### config.mk
export PLATFORM = sky130hd
export DESIGN_NAME = dtmf_burst_pacer
export DESIGN_NICKNAME = d
export VERILOG_FILES = /design/src/rtl/dbp_pkg.sv /design/src/rtl/dbp_tick_gen.sv /design/src/rtl/dbp_burst_seq.sv /design/src/rtl/dbp_status_flags.sv /design/src/rtl/dtmf_burst_pacer.sv
export SDC_FILE = /design/constraint.sdc
export NUM_CORES = 1
export LEC_CHECK = 0
export BUFFER_PORTS_ARGS = -buffer_cell sky130_fd_sc_hd__buf_4
export CAP_MARGIN = 20
export CORE_MARGIN = 2
export CORE_UTILIZATION = 45
export CTS_BUF_LIST = sky130_fd_sc_hd__clkbuf_8
export CTS_CLUSTER_DIAMETER = 150
export CTS_CLUSTER_SIZE = 12
export DETAILED_ROUTE_END_ITERATION = 10
export SLEW_MARGIN = 20
export SYNTH_ARGS = -nofsm -noshare
export SYNTH_HDL_FRONTEND = slang
export SYNTH_HIERARCHICAL = 1
export SYNTH_SLANG_ARGS = --single-unit
export TNS_END_PERCENT = 5
### constraint.sdc
create_clock -name clk -period 5 [get_ports clk]
set_clock_uncertainty 0.1 [all_clocks]
set_input_delay 0.5 -clock clk [delete_from_list [all_inputs] [get_ports clk]]
set_output_delay 0.5 -clock clk [all_outputs]
set_load 0.1 [all_outputs]
### src/rtl/dbp_pkg.sv
package dbp_pkg;
   typedef enum logic [1:0] {
      PH_IDLE  = 2'd0,
      PH_BURST = 2'd1,
      PH_PAUSE = 2'd2
   } phase_t;
endpackage

### src/rtl/dbp_tick_gen.sv
module dbp_tick_gen #(
   parameter int CLK_PER_TICK = 1000
) (
   input  logic clk,
   input  logic rst_n,
   input  logic restart,
   output logic tick
);
   localparam int DIV_W = (CLK_PER_TICK < 2) ? 1 : $clog2(CLK_PER_TICK);
   localparam logic [DIV_W-1:0] LAST = DIV_W'(CLK_PER_TICK - 1);
   localparam bit POW2 = ((CLK_PER_TICK & (CLK_PER_TICK - 1)) == 0);

   logic [DIV_W-1:0] div_q;

   generate
      if (POW2) begin : g_wrap
         // Power-of-two ratio: the counter simply wraps.
         always_ff @(posedge clk) begin
            if (!rst_n || restart) div_q <= '0;
            else                   div_q <= div_q + 1'b1;
         end
         assign tick = &div_q;
      end else begin : g_cmp
         always_ff @(posedge clk) begin
            if (!rst_n || restart)  div_q <= '0;
            else if (div_q == LAST) div_q <= '0;
            else                    div_q <= div_q + 1'b1;
         end
         assign tick = (div_q == LAST);
      end
   endgenerate

   // The divider must never pass its last count (sets the R2 burst length).
   assert_div_bound_R2: assert property (@(posedge clk) disable iff (!rst_n)
      div_q <= LAST);
endmodule

### src/rtl/dbp_burst_seq.sv
module dbp_burst_seq
   import dbp_pkg::*;
#(
   parameter int DIGIT_W  = 4,
   parameter int BURST_MS = 50,
   parameter int PAUSE_MS = 50
) (
   input  logic               clk,
   input  logic               rst_n,
   input  logic               tick,
   input  logic               wr,
   input  logic [DIGIT_W-1:0] wr_digit,
   input  logic               ext_in,
   output logic               restart,
   output logic               tone_on,
   output logic [DIGIT_W-1:0] tone_digit,
   output logic               tx_start,
   output logic               tx_done
);
   localparam int LONGEST = (BURST_MS > PAUSE_MS) ? BURST_MS : PAUSE_MS;
   localparam int MS_W    = $clog2(2 * LONGEST + 1);
   localparam logic [MS_W-1:0] B_N = MS_W'(BURST_MS);
   localparam logic [MS_W-1:0] B_X = MS_W'(2 * BURST_MS);
   localparam logic [MS_W-1:0] P_N = MS_W'(PAUSE_MS);
   localparam logic [MS_W-1:0] P_X = MS_W'(2 * PAUSE_MS);

   phase_t             phase_q;
   logic [MS_W-1:0]    ms_q;
   logic               ext_q;
   logic [DIGIT_W-1:0] digit_q;
   logic               pend_v_q;
   logic [DIGIT_W-1:0] pend_d_q;

   logic [MS_W-1:0]    cur_lim;
   logic               last_ms;
   logic               end_cycle;
   logic               has_next;
   logic               start;
   logic [DIGIT_W-1:0] next_digit;

   always_comb begin
      if (phase_q == PH_BURST) cur_lim = ext_q ? B_X : B_N;
      else                     cur_lim = ext_q ? P_X : P_N;
      last_ms    = tick && (ms_q == cur_lim - 1'b1);
      end_cycle  = (phase_q == PH_PAUSE) && last_ms;
      has_next   = pend_v_q || wr;
      start      = ((phase_q == PH_IDLE) && wr) || (end_cycle && has_next);
      next_digit = wr ? wr_digit : pend_d_q;
   end

   assign restart    = start;
   assign tx_start   = start;
   assign tx_done    = end_cycle && !has_next;
   assign tone_on    = (phase_q == PH_BURST);
   assign tone_digit = digit_q;

   always_ff @(posedge clk) begin
      if (!rst_n) begin
         phase_q  <= PH_IDLE;
         ms_q     <= '0;
         ext_q    <= 1'b0;
         digit_q  <= '0;
         pend_v_q <= 1'b0;
         pend_d_q <= '0;
      end else if (start) begin
         phase_q  <= PH_BURST;
         ms_q     <= '0;
         digit_q  <= next_digit;
         ext_q    <= ext_in;
         pend_v_q <= 1'b0;
      end else begin
         if (wr && phase_q != PH_IDLE) begin
            pend_v_q <= 1'b1;
            pend_d_q <= wr_digit;
         end
         if (phase_q != PH_IDLE && tick) begin
            if (last_ms) begin
               ms_q    <= '0;
               phase_q <= (phase_q == PH_BURST) ? PH_PAUSE : PH_IDLE;
            end else begin
               ms_q <= ms_q + 1'b1;
            end
         end
      end
   end

   // While a phase is running, the millisecond count stays below that phase's length.
   assert_ms_bound_R3: assert property (@(posedge clk) disable iff (!rst_n)
      (phase_q != PH_IDLE) |-> (ms_q < cur_lim));
   // The digit on the line holds for the whole of a burst.
   assert_digit_hold_R5: assert property (@(posedge clk) disable iff (!rst_n)
      (tone_on && $past(tone_on)) |-> $stable(tone_digit));
   // The extended setting is frozen for the whole of a burst.
   assert_ext_frozen_R4: assert property (@(posedge clk) disable iff (!rst_n)
      (tone_on && $past(tone_on)) |-> $stable(ext_q));
endmodule

### src/rtl/dbp_status_flags.sv
module dbp_status_flags (
   input  logic clk,
   input  logic rst_n,
   input  logic tx_done,
   input  logic tx_start,
   input  logic stat_rd,
   input  logic rx_strobe,
   input  logic rx_rd,
   input  logic irq_en,
   output logic tx_ready,
   output logic rx_ready,
   output logic irq
);
   logic irq_set;
   assign irq_set = irq_en && (tx_done || rx_strobe);

   always_ff @(posedge clk) begin
      if (!rst_n) begin
         tx_ready <= 1'b0;
         rx_ready <= 1'b0;
         irq      <= 1'b0;
      end else begin
         if (tx_done)                  tx_ready <= 1'b1;
         else if (stat_rd || tx_start) tx_ready <= 1'b0;
         if (rx_strobe)                rx_ready <= 1'b1;
         else if (rx_rd)               rx_ready <= 1'b0;
         if (irq_set)                  irq <= 1'b1;
         else if (stat_rd)             irq <= 1'b0;
      end
   end

   assert_tx_set_R3: assert property (@(posedge clk) disable iff (!rst_n)
      tx_done |=> tx_ready);
   assert_rx_set_R6: assert property (@(posedge clk) disable iff (!rst_n)
      rx_strobe |=> rx_ready);
   assert_stat_clear_R7: assert property (@(posedge clk) disable iff (!rst_n)
      (stat_rd && !tx_done) |=> !tx_ready);
   assert_irq_gate_R8: assert property (@(posedge clk) disable iff (!rst_n)
      (!irq_en && !irq) |=> !irq);
endmodule

### src/rtl/dtmf_burst_pacer.sv
module dtmf_burst_pacer #(
   parameter int DIGIT_W      = 4,
   parameter int CLK_PER_TICK = 1000,
   parameter int BURST_MS     = 50,
   parameter int PAUSE_MS     = 50
) (
   input  logic               clk,
   input  logic               rst_n,
   input  logic               tx_wr,
   input  logic [DIGIT_W-1:0] tx_digit,
   input  logic               ext_mode,
   input  logic               rx_strobe,
   input  logic               rx_rd,
   input  logic               stat_rd,
   input  logic               irq_en,
   output logic               tone_on,
   output logic [DIGIT_W-1:0] tone_digit,
   output logic               tx_ready,
   output logic               rx_ready,
   output logic               irq
);
   generate
      if (CLK_PER_TICK < 2) begin : g_bad_div
         $error("CLK_PER_TICK must be at least 2");
      end
      if (BURST_MS < 1 || PAUSE_MS < 1) begin : g_bad_ms
         $error("BURST_MS and PAUSE_MS must be at least 1");
      end
      if (DIGIT_W < 1) begin : g_bad_w
         $error("DIGIT_W must be at least 1");
      end
   endgenerate

   logic tick;
   logic restart;
   logic tx_start;
   logic tx_done;

   dbp_tick_gen #(.CLK_PER_TICK(CLK_PER_TICK)) u_tick (
      .clk     (clk),
      .rst_n   (rst_n),
      .restart (restart),
      .tick    (tick)
   );

   dbp_burst_seq #(
      .DIGIT_W  (DIGIT_W),
      .BURST_MS (BURST_MS),
      .PAUSE_MS (PAUSE_MS)
   ) u_seq (
      .clk        (clk),
      .rst_n      (rst_n),
      .tick       (tick),
      .wr         (tx_wr),
      .wr_digit   (tx_digit),
      .ext_in     (ext_mode),
      .restart    (restart),
      .tone_on    (tone_on),
      .tone_digit (tone_digit),
      .tx_start   (tx_start),
      .tx_done    (tx_done)
   );

   dbp_status_flags u_flags (
      .clk       (clk),
      .rst_n     (rst_n),
      .tx_done   (tx_done),
      .tx_start  (tx_start),
      .stat_rd   (stat_rd),
      .rx_strobe (rx_strobe),
      .rx_rd     (rx_rd),
      .irq_en    (irq_en),
      .tx_ready  (tx_ready),
      .rx_ready  (rx_ready),
      .irq       (irq)
   );

   assert_tone_ready_excl_R9: assert property (@(posedge clk) disable iff (!rst_n)
      !(tone_on && tx_ready));
endmodule

* After elaboration in Yosys (flattened, before gate mapping)
Index checks and enable logic that the tools add are counted.
Operators by class: add/subtract/negate cells 3, eq/ne operators 4, mux-type cells 13, bitwise operators 2, reductions and logical operators 27
Operators by type and width (count):
- $mux 7 | 2
- $reduce_bool 2->1 | 6
- $add 10x1->10 const B | 1
- $eq 10x10->1 const B | 1
- $mux 1 | 9
- $logic_and 1x1->1 | 8
- $add 7x1->7 const B | 1
- $eq 7x7->1 | 1
- $sub 7x1->7 const B | 1
- $reduce_and 2->1 | 3
- $logic_or 1x1->1 | 5
- $mux 4 | 1
- $reduce_or 2->1 | 2
- $eq 2x1->1 const B | 1
- $eq 2x2->1 const B | 1
- $logic_not 1->1 | 2
- $logic_not 2->1 | 1
- $mux 2 | 1
- $not 1->1 | 2
Storage, ports and cells: flip-flop bits (word level) 32, input port bits 12

* Longest topological paths before layout
Gate-level depths: netlist of the first run.
word-level depth 10, gate-level depth with buffers 11, depth with buffers taken out 10

* By module
The synthesis of the first run kept the hierarchy.
Modules (own cells, without submodules):
- dbp_burst_seq | times used 1, cells an instance 109, area each 980.9 µm²
- dbp_tick_gen | times used 1, cells an instance 51, area each 455.4 µm²
- dbp_status_flags | times used 1, cells an instance 10, area each 112.6 µm²

* Worst setup path before layout of the first run
Ideal clock, no wire load.
path kind reg-to-output, start point register u_seq.phase_q[0], end point output tone_on, arrival time 1.941 ns, required time 4.400 ns, setup slack 2.459 ns, cell stages (with the launch flop) 3, path buffers 1, cells stage by stage dfxtp_1 clkbuf_1 nor2b_1
On the way: word-level cells in the longest chain between the ends 1
Ends and longest elaborated chain:
- start: declaration | line dbp_burst_seq.sv:27 | phase_t phase_q;
- start signal: assignment | line dbp_burst_seq.sv:79 | phase_q <= (phase_q == PH_BURST) ? PH_PAUSE : PH_IDLE;
- $eq 2x1->1 | line dbp_burst_seq.sv:54 | assign tone_on = (phase_q == PH_BURST);
- end: declaration | line dtmf_burst_pacer.sv:16 | output logic tone_on,
Every way passes these cells.

* Worst setup path after layout of the first run
start point register u_tick.div_q[0], end point register u_tick.div_q[5]
On the way: word-level cells in the longest chain between the ends 7, elaborated cells on any way between the ends 8, classes of those cells add/sub: 1; eq/ne: 1; reduce/logical: 6
Ends and longest elaborated chain:
- start: declaration | line dbp_tick_gen.sv:13 | logic [DIV_W-1:0] div_q;
- start signal: assignment | line dbp_tick_gen.sv:27 | else div_q <= div_q + 1'b1;
- $eq 10x10->1 | line dbp_tick_gen.sv:29 | assign tick = (div_q == LAST);
- net tick | line dtmf_burst_pacer.sv:34 | logic tick;
- $logic_and 1x1->1 | line dbp_burst_seq.sv:44 | last_ms = tick && (ms_q == cur_lim - 1'b1);
- $logic_and 1x1->1 | line dbp_burst_seq.sv:45 | end_cycle = (phase_q == PH_PAUSE) && last_ms;
- $logic_and 1x1->1 | line dbp_burst_seq.sv:47 | start = ((phase_q == PH_IDLE) && wr) || (end_cycle && has_next);
- $logic_or 1x1->1 | line dbp_burst_seq.sv:47
- net restart | line dtmf_burst_pacer.sv:35 | logic restart;
- $logic_or 1x1->1 | line dbp_tick_gen.sv:25 | if (!rst_n || restart) div_q <= '0;
- $reduce_or 2->1 (no source line)
The timed path passes the listed nets, and every way through them passes these cells. A chain may end at the register's enable or synchronous reset.

==> flow_metrics.env, run 1 <==
export IMPL_cts_root_buf="clkbuf_8"
export IMPL_route_vias_total=1280
export IMPL_cp_max_fo=11
export IMPL_fin_crit_ns=2.86
export IMPL_met3WireLength_um=107
export IMPL_synthCells=170
export IMPL_die_w_um=62.7
export IMPL_dp_hpwl_mm=2.28
export IMPL_crit_path_start_kind="register"
export IMPL_drv_cap=0
export IMPL_intPower_w=0.000397
export IMPL_drive_above_1_share_pct=19.4
export IMPL_cp_arrival_ns=2.91
export IMPL_yosysWarnings=6
export IMPL_drt_vias_per_instance=5.40
export IMPL_synth_top_family_by_area="simple AND/OR/NAND/NOR gates"
export IMPL_synthArstFlopShare_pct=0
export IMPL_path_cells="ha_1, and4bb_1, nand2_1, nor2_1, o2111a_1, a21oi_1, inv_1, nand2b_1, o21bai_2, nor2_1"
export IMPL_path_clk_slew_ns=0.06
export IMPL_die_area_mm2=0.00393
export IMPL_ir_worst_vdd_mv=0.174
export IMPL_setup_viol=0
export IMPL_coreArea_mm2=0.00331
export IMPL_synth_edf_count=0
export IMPL_diodes=0
export IMPL_slowest_stage="o2111a_1"
export IMPL_layout_commonest_cell="dfxtp_1"
export IMPL_rows=21
export IMPL_fin_tns_setup_ns=0
export IMPL_start_util_pct=46.8
export IMPL_areaGrowthSynthToFinish_pct=16.5
export IMPL_fin_crit_sh_pct=57.1
export IMPL_slew_headroom_pct=61.5
export IMPL_hold_viol_final=0
export IMPL_max_stage_delay_ns=0.50
export IMPL_fin_util_pct=54.5
export IMPL_worstReg2RegStart="u_tick/div_q[0]"
export IMPL_postLayoutSetupSlackWorst_ns=2.14
export IMPL_grt_antenna_before_repair=0
export IMPL_switching_share_pct=27.0
export IMPL_worstRegToRegCells=10
export IMPL_comb_power_share_pct=14.7
export IMPL_post_place_ws_ns=2.13
export IMPL_numCtsBuffers=5
export IMPL_synth_fp_nets=184
export IMPL_crit_path_frequent_cell="nor2_1"
export IMPL_ant_nets=0
export IMPL_critPathKind="reg -> reg"
export IMPL_grt_max_degree=17
export IMPL_insertion_delay_ns=0.27
export IMPL_synth_xor_area_share_pct=4.52
export IMPL_dr_pass1_iters=4
export IMPL_die_h_um=62.7
export IMPL_htree_levels=2
export IMPL_path_depth=10
export IMPL_routed_wl_mm=3.05
export IMPL_io_pins=20
export IMPL_final_cell_mix="32 x dfxtp_1, 21 x nand2_1, 19 x buf_4, 15 x nor2_1, 10 x a21oi_1"
export IMPL_hp_class="reg -> reg"
export IMPL_fin_nets=204
export IMPL_sequentialPowerShare_pct=49.8
export IMPL_worst_path_buf_inv=1
export IMPL_crit_path_end_kind="register"
export IMPL_worstPathRequired_ns=5.05
export IMPL_dr_first_iter_drc_count=33
export IMPL_synthMuxAreaShare_pct=5.17
export IMPL_status="finished, final reports clean"
export IMPL_gp_congestion=0.779
export IMPL_synthAdderAreaFrac_pct=1.62
export IMPL_synth_compound_area_share_pct=18.3
export IMPL_grt_pass1_vias=1247
export IMPL_wl_per_cell_um=12.9
export IMPL_fmax_ghz=0.350
export IMPL_grt_pass1_wl_mm=5.33
export IMPL_grt_total_usage_pct=16.8
export IMPL_critical_path_top_delay_family="simple AND/OR/NAND/NOR gates"
export IMPL_cts_sinks=32
export IMPL_cts_max_path_buffers=2
export IMPL_cp_startpoint="u_tick/div_q[0]"
export IMPL_synth_cell_types=43
export IMPL_cts_repair_timing_setup_buffer_count=0
export IMPL_rsz0062_at_grt="no"
export IMPL_cp_endpoint="u_tick/div_q[5]"
export IMPL_cts_tree="done"
export IMPL_wl_met2_mm=1.48
export IMPL_ys_ff_latch=32
export IMPL_hold_depth=1
export IMPL_cts_resized=0
export IMPL_leakage_nw=0.644
export IMPL_wl_met1_mm=1.45
export IMPL_worstMarginPinSlew_ns=0.576
export IMPL_route_detailed_drc=0
export IMPL_switchingPower_w=0.000147
export IMPL_synth_ff_type="dfxtp_1"
export IMPL_highest_layer="met4"
export IMPL_io_buffers=19
export IMPL_postCtsHoldBufs=0
export IMPL_yosys_area_share_simple_pct=25.8
export IMPL_pwr_share_clk_pct=35.5
export IMPL_p_per_area_mw_per_mm2=301
export IMPL_overflow=0
export IMPL_r2r_end="u_tick/div_q[5]"
export IMPL_r2r_slack_ns=2.14
export IMPL_yosysSeqAreaShare_pct=41.4
export IMPL_syn_cell_area_mm2=0.00155
export IMPL_synth_area_per_cell_um2=9.11
export IMPL_slew_viol_final=0
how the worst min path moves through the flow:
stage / start / to / slack (ns)
final: u_tick/div_q[0] / u_tick/div_q[0] / 0.35
after global routing: rx_strobe / u_flags/rx_ready / 0.35
after CTS: rx_strobe / u_flags/rx_ready / 0.34
after detailed placement: u_tick/div_q[0] / u_tick/div_q[0] / 0.34
after global placement: u_tick/div_q[0] / u_tick/div_q[0] / 0.33
after floorplan: u_tick/div_q[0] / u_tick/div_q[0] / 0.32
layout make-up:
type | instances | area (µm²)
clock buffer | 6 | 82.6
clock inverter | 2 | 7.51
fill | 329 | 1510
inverter | 4 | 15.0
multi-input combinational | 128 | 858
sequential | 32 | 641
tap | 46 | 57.6
timing repair buffer | 19 | 143
registers in the layout, summed over array words and instances (netlist names), 2 cells and up:
| name | count |
|---|---|
| u_tick/div_q | 10 |
| u_seq/ms_q | 7 |
| u_seq/pend_d_q | 4 |
| u_seq/tone_digit | 4 |
| u_seq/phase_q | 2 |
power by group through the flow:
stage	clock network, W	registers, W	logic, W
floorplan	0	0.000301	0.0000350
finish	0.000193	0.000271	0.0000798
global placement	0	0.000276	0.0000795
CTS	0.000199	0.000271	0.0000806
global route	0.000210	0.000272	0.0000853
detailed placement	0	0.000276	0.0000803
stage by stage:
stage | cell area, µm² | total power (W) | instances | hold slack [ns]
after floorplan | 1550 | 0.000336 | 170 | 0.318
after global placement | 1710 | 0.000355 | 229 | 0.330
after detailed placement | 1710 | 0.000357 | 229 | 0.341
after CTS | 1800 | 0.000551 | 237 | 0.343
after global routing | 1800 | 0.000568 | 237 | 0.350
final | 1800 | 0.000543 | 237 | 0.347
Yosys cell counts (all sizes together) (3+ instances only):
master | count | share of area (%)
nand4 | 5 | 2.0
a21oi | 10 | 3.2
xnor2 | 6 | 3.4
nand2 | 21 | 5.1
o21ai | 3 | 0.97
nor2 | 15 | 3.6
nor3 | 3 | 0.97
or3 | 3 | 1.2
nor3b | 3 | 2.1
a211oi | 10 | 5.2
inv | 4 | 0.97
clkbuf | 4 | 1.0
nand3 | 10 | 4.0
mux2i | 8 | 5.2
dfxtp | 32 | 41
a31oi | 3 | 1.2
nand2b | 3 | 1.2
o21a | 3 | 1.5
routing by layer:
metal / vias up / global-route usage [%]
met4: 0 / 5.83
met5: - / 0
met3: 2 / 3.96
li1: 656 / -
met1: 596 / 21.1
met2: 26 / 28.2
logic make-up (layout without fill, tap and decap cells):
family          count (synthesis)  after routing
simple gates                   72             72
compound gates                 38             38
flops                          32             32
buf+inv                        10             31
xor+xnor                        8              8
mux                             8              8
fa+ha+maj                       2              2
No activity file was read; power rests on OpenSTA's default activity.
==> run 2, diff against run 1 <==
Clock period 5 ns to 2.8 ns, I/O delays scaled along.
==> run 2 against run 1 <==
Net effect:
- first-iteration DRC count grew 48%
- wire length grew 4.4%
- total power grew 100%
- global-route usage rose by 1.3 points
- core utilization increased by 1.9 points
- critical path type unchanged
- critical endpoint unchanged
==> flow_metrics.env, run 2 (synthesized netlist as in run 1, its figures left out) <==
export IMPL_cts_root_buf="clkbuf_8"
export IMPL_switchingPower_w=0.000275
export IMPL_sequentialPowerShare_pct=43.7
export IMPL_worstPathRequired_ns=2.86
export IMPL_io_buffers=19
export IMPL_path_clk_slew_ns=0.07
export IMPL_cp_arrival_ns=2.52
export IMPL_p_per_area_mw_per_mm2=592
export IMPL_routed_wl_mm=3.19
export IMPL_worstRegToRegCells=10
export IMPL_areaGrowthSynthToFinish_pct=20.4
export IMPL_hold_viol_final=0
export IMPL_final_cell_mix="32 x dfxtp_1, 22 x buf_4, 21 x nand2_1, 14 x nor2_1, 10 x a21oi_1"
export IMPL_slew_headroom_pct=66.0
export IMPL_rsz0062_at_grt="no"
export IMPL_grt_pass1_wl_mm=5.65
export IMPL_cts_max_path_buffers=2
export IMPL_pwr_share_clk_pct=43.1
export IMPL_r2r_end="u_tick/div_q[5]"
export IMPL_leakage_nw=0.670
export IMPL_grt_pass1_vias=1294
export IMPL_crit_path_end_kind="register"
export IMPL_intPower_w=0.000831
export IMPL_whs_endpoint="u_flags/rx_ready"
export IMPL_dr_pass1_iters=4
export IMPL_drive_above_1_share_pct=22.2
export IMPL_cp_max_fo=6
export IMPL_die_w_um=62.7
export IMPL_worstReg2RegStart="u_tick/div_q[0]"
export IMPL_n_fill_cell=332
export IMPL_route_vias_total=1284
export IMPL_hp_class="in -> reg"
export IMPL_gp_congestion=0.777
export IMPL_drt_vias_per_instance=5.35
export IMPL_switching_share_pct=24.8
export IMPL_min_delay_start="rx_strobe"
export IMPL_comb_power_share_pct=13.1
export IMPL_route_detailed_drc=0
export IMPL_grt_antenna_before_repair=0
export IMPL_critPathKind="reg -> reg"
export IMPL_fin_nets=207
export IMPL_die_area_mm2=0.00393
export IMPL_hold_depth=2
export IMPL_start_util_pct=46.8
export IMPL_die_h_um=62.7
export IMPL_wl_per_cell_um=13.3
export IMPL_crit_path_start_kind="register"
export IMPL_ir_worst_vdd_mv=0.333
export IMPL_r2r_slack_ns=0.35
export IMPL_status="finished, final reports clean"
export IMPL_diodes=0
export IMPL_postCtsHoldBufs=0
export IMPL_ant_nets=0
export IMPL_setup_viol=0
export IMPL_path_cells="ha_1, and4bb_1, nand2_1, nor2_2, o2111a_1, a21oi_1, inv_1, nand2b_1, o21bai_2, nor2_1"
export IMPL_postLayoutSetupSlackWorst_ns=0.346
export IMPL_overflow=0
export IMPL_io_pins=20
export IMPL_reg_top3="u_tick/div_q (10), u_seq/ms_q (7)"
export IMPL_fin_crit_ns=2.45
export IMPL_largest_reg_flops=10
export IMPL_grt_total_usage_pct=18.1
export IMPL_fin_crit_sh_pct=87.6
export IMPL_cts_repair_timing_setup_buffer_count=0
export IMPL_worstMarginPinSlew_ns=0.505
export IMPL_drv_cap=0
export IMPL_numCtsBuffers=5
export IMPL_cts_tree="done"
export IMPL_slew_viol_final=0
export IMPL_rows=21
export IMPL_cts_sinks=32
export IMPL_grt_max_degree=17
export IMPL_insertion_delay_ns=0.28
export IMPL_htree_levels=2
export IMPL_fin_tns_setup_ns=0
export IMPL_layout_commonest_cell="dfxtp_1"
export IMPL_slowest_stage="dfxtp_1"
export IMPL_largest_register="u_tick/div_q"
export IMPL_dr_first_iter_drc_count=49
export IMPL_coreArea_mm2=0.00331
export IMPL_fmax_ghz=0.408
export IMPL_post_place_ws_ns=0.267
export IMPL_total_power_w=0.00111
export IMPL_dp_hpwl_mm=2.38
export IMPL_max_stage_delay_ns=0.35
## run 2: changes by cell type in the layout (fill, tap and decap cells not counted), sizes merged
cell / change
buf: +3
inv: -2
clkbuf: +1
bufinv: +1
## run 2: how the worst max path moves through the flow
stage	from	endpoint	slack [ns]
after floorplan	u_seq/phase_q[0]	u_seq/phase_q[1]	0.42
after global placement	u_tick/div_q[0]	u_tick/div_q[6]	0.37
after detailed placement	u_tick/div_q[0]	u_tick/div_q[3]	0.27
after CTS	u_tick/div_q[0]	u_tick/div_q[5]	0.24
after global routing	u_tick/div_q[0]	u_tick/div_q[5]	0.06
final	u_tick/div_q[0]	u_tick/div_q[5]	0.35
## run 2: power groups by stage
stage | Sequential, W | Combinational [W] | Clock [W]
floorplan | 0.000537 | 0.0000625 | 0
global placement | 0.000493 | 0.000144 | 0
detailed placement | 0.000494 | 0.000145 | 0
CTS | 0.000483 | 0.000146 | 0.000487
global route | 0.000485 | 0.000156 | 0.000506
finish | 0.000483 | 0.000145 | 0.000477
## run 2: what timing repair did
item,CTS,global route
gates resized for setup,0,1
endpoints found under the setup margin,0,5
endpoints found under the hold margin,0,0
## run 2: final cells by class
class,count,area (µm²),share of cell area (%)
multi-input cells,128,861,46.1
clock inverters,1,30.0,1.61
repair buffers,22,165,8.85
flip-flops and latches,32,641,34.3
inverters,4,15.0,0.805
well taps,46,57.6,3.09
clock buffers,7,96.3,5.16
## run 2: metal layers
layer	GRT usage [%]	wire, µm
met2	30.6	1540
met3	4.86	136
met1	22.0	1470
met4	6.67	43
met5	0	0
## run 2: stage by stage
step / hold slack (ns) / utilization (%) / std cells / cell area (µm²)
6_report: 0.114 / 56.3 / 240 / 1870
3_3_place_gp: 0.333 / 52.5 / 232 / 1740
5_1_grt: 0.105 / 56.3 / 240 / 1870
4_1_cts: 0.109 / 56.3 / 240 / 1860
2_1_floorplan: 0.298 / - / 170 / 1550
3_5_place_dp: 0.340 / 52.5 / 232 / 1740
## run 2: critical path, delay by kind of cell (launching register included)
family	cells	cell delay, ns
AND/OR/NAND/NOR	5	0.94
AO/OA/AOI/OAI	3	0.54
flip-flops	1	0.35
adder cells (fa/ha/maj)	1	0.23
buffers and inverters	1	0.18
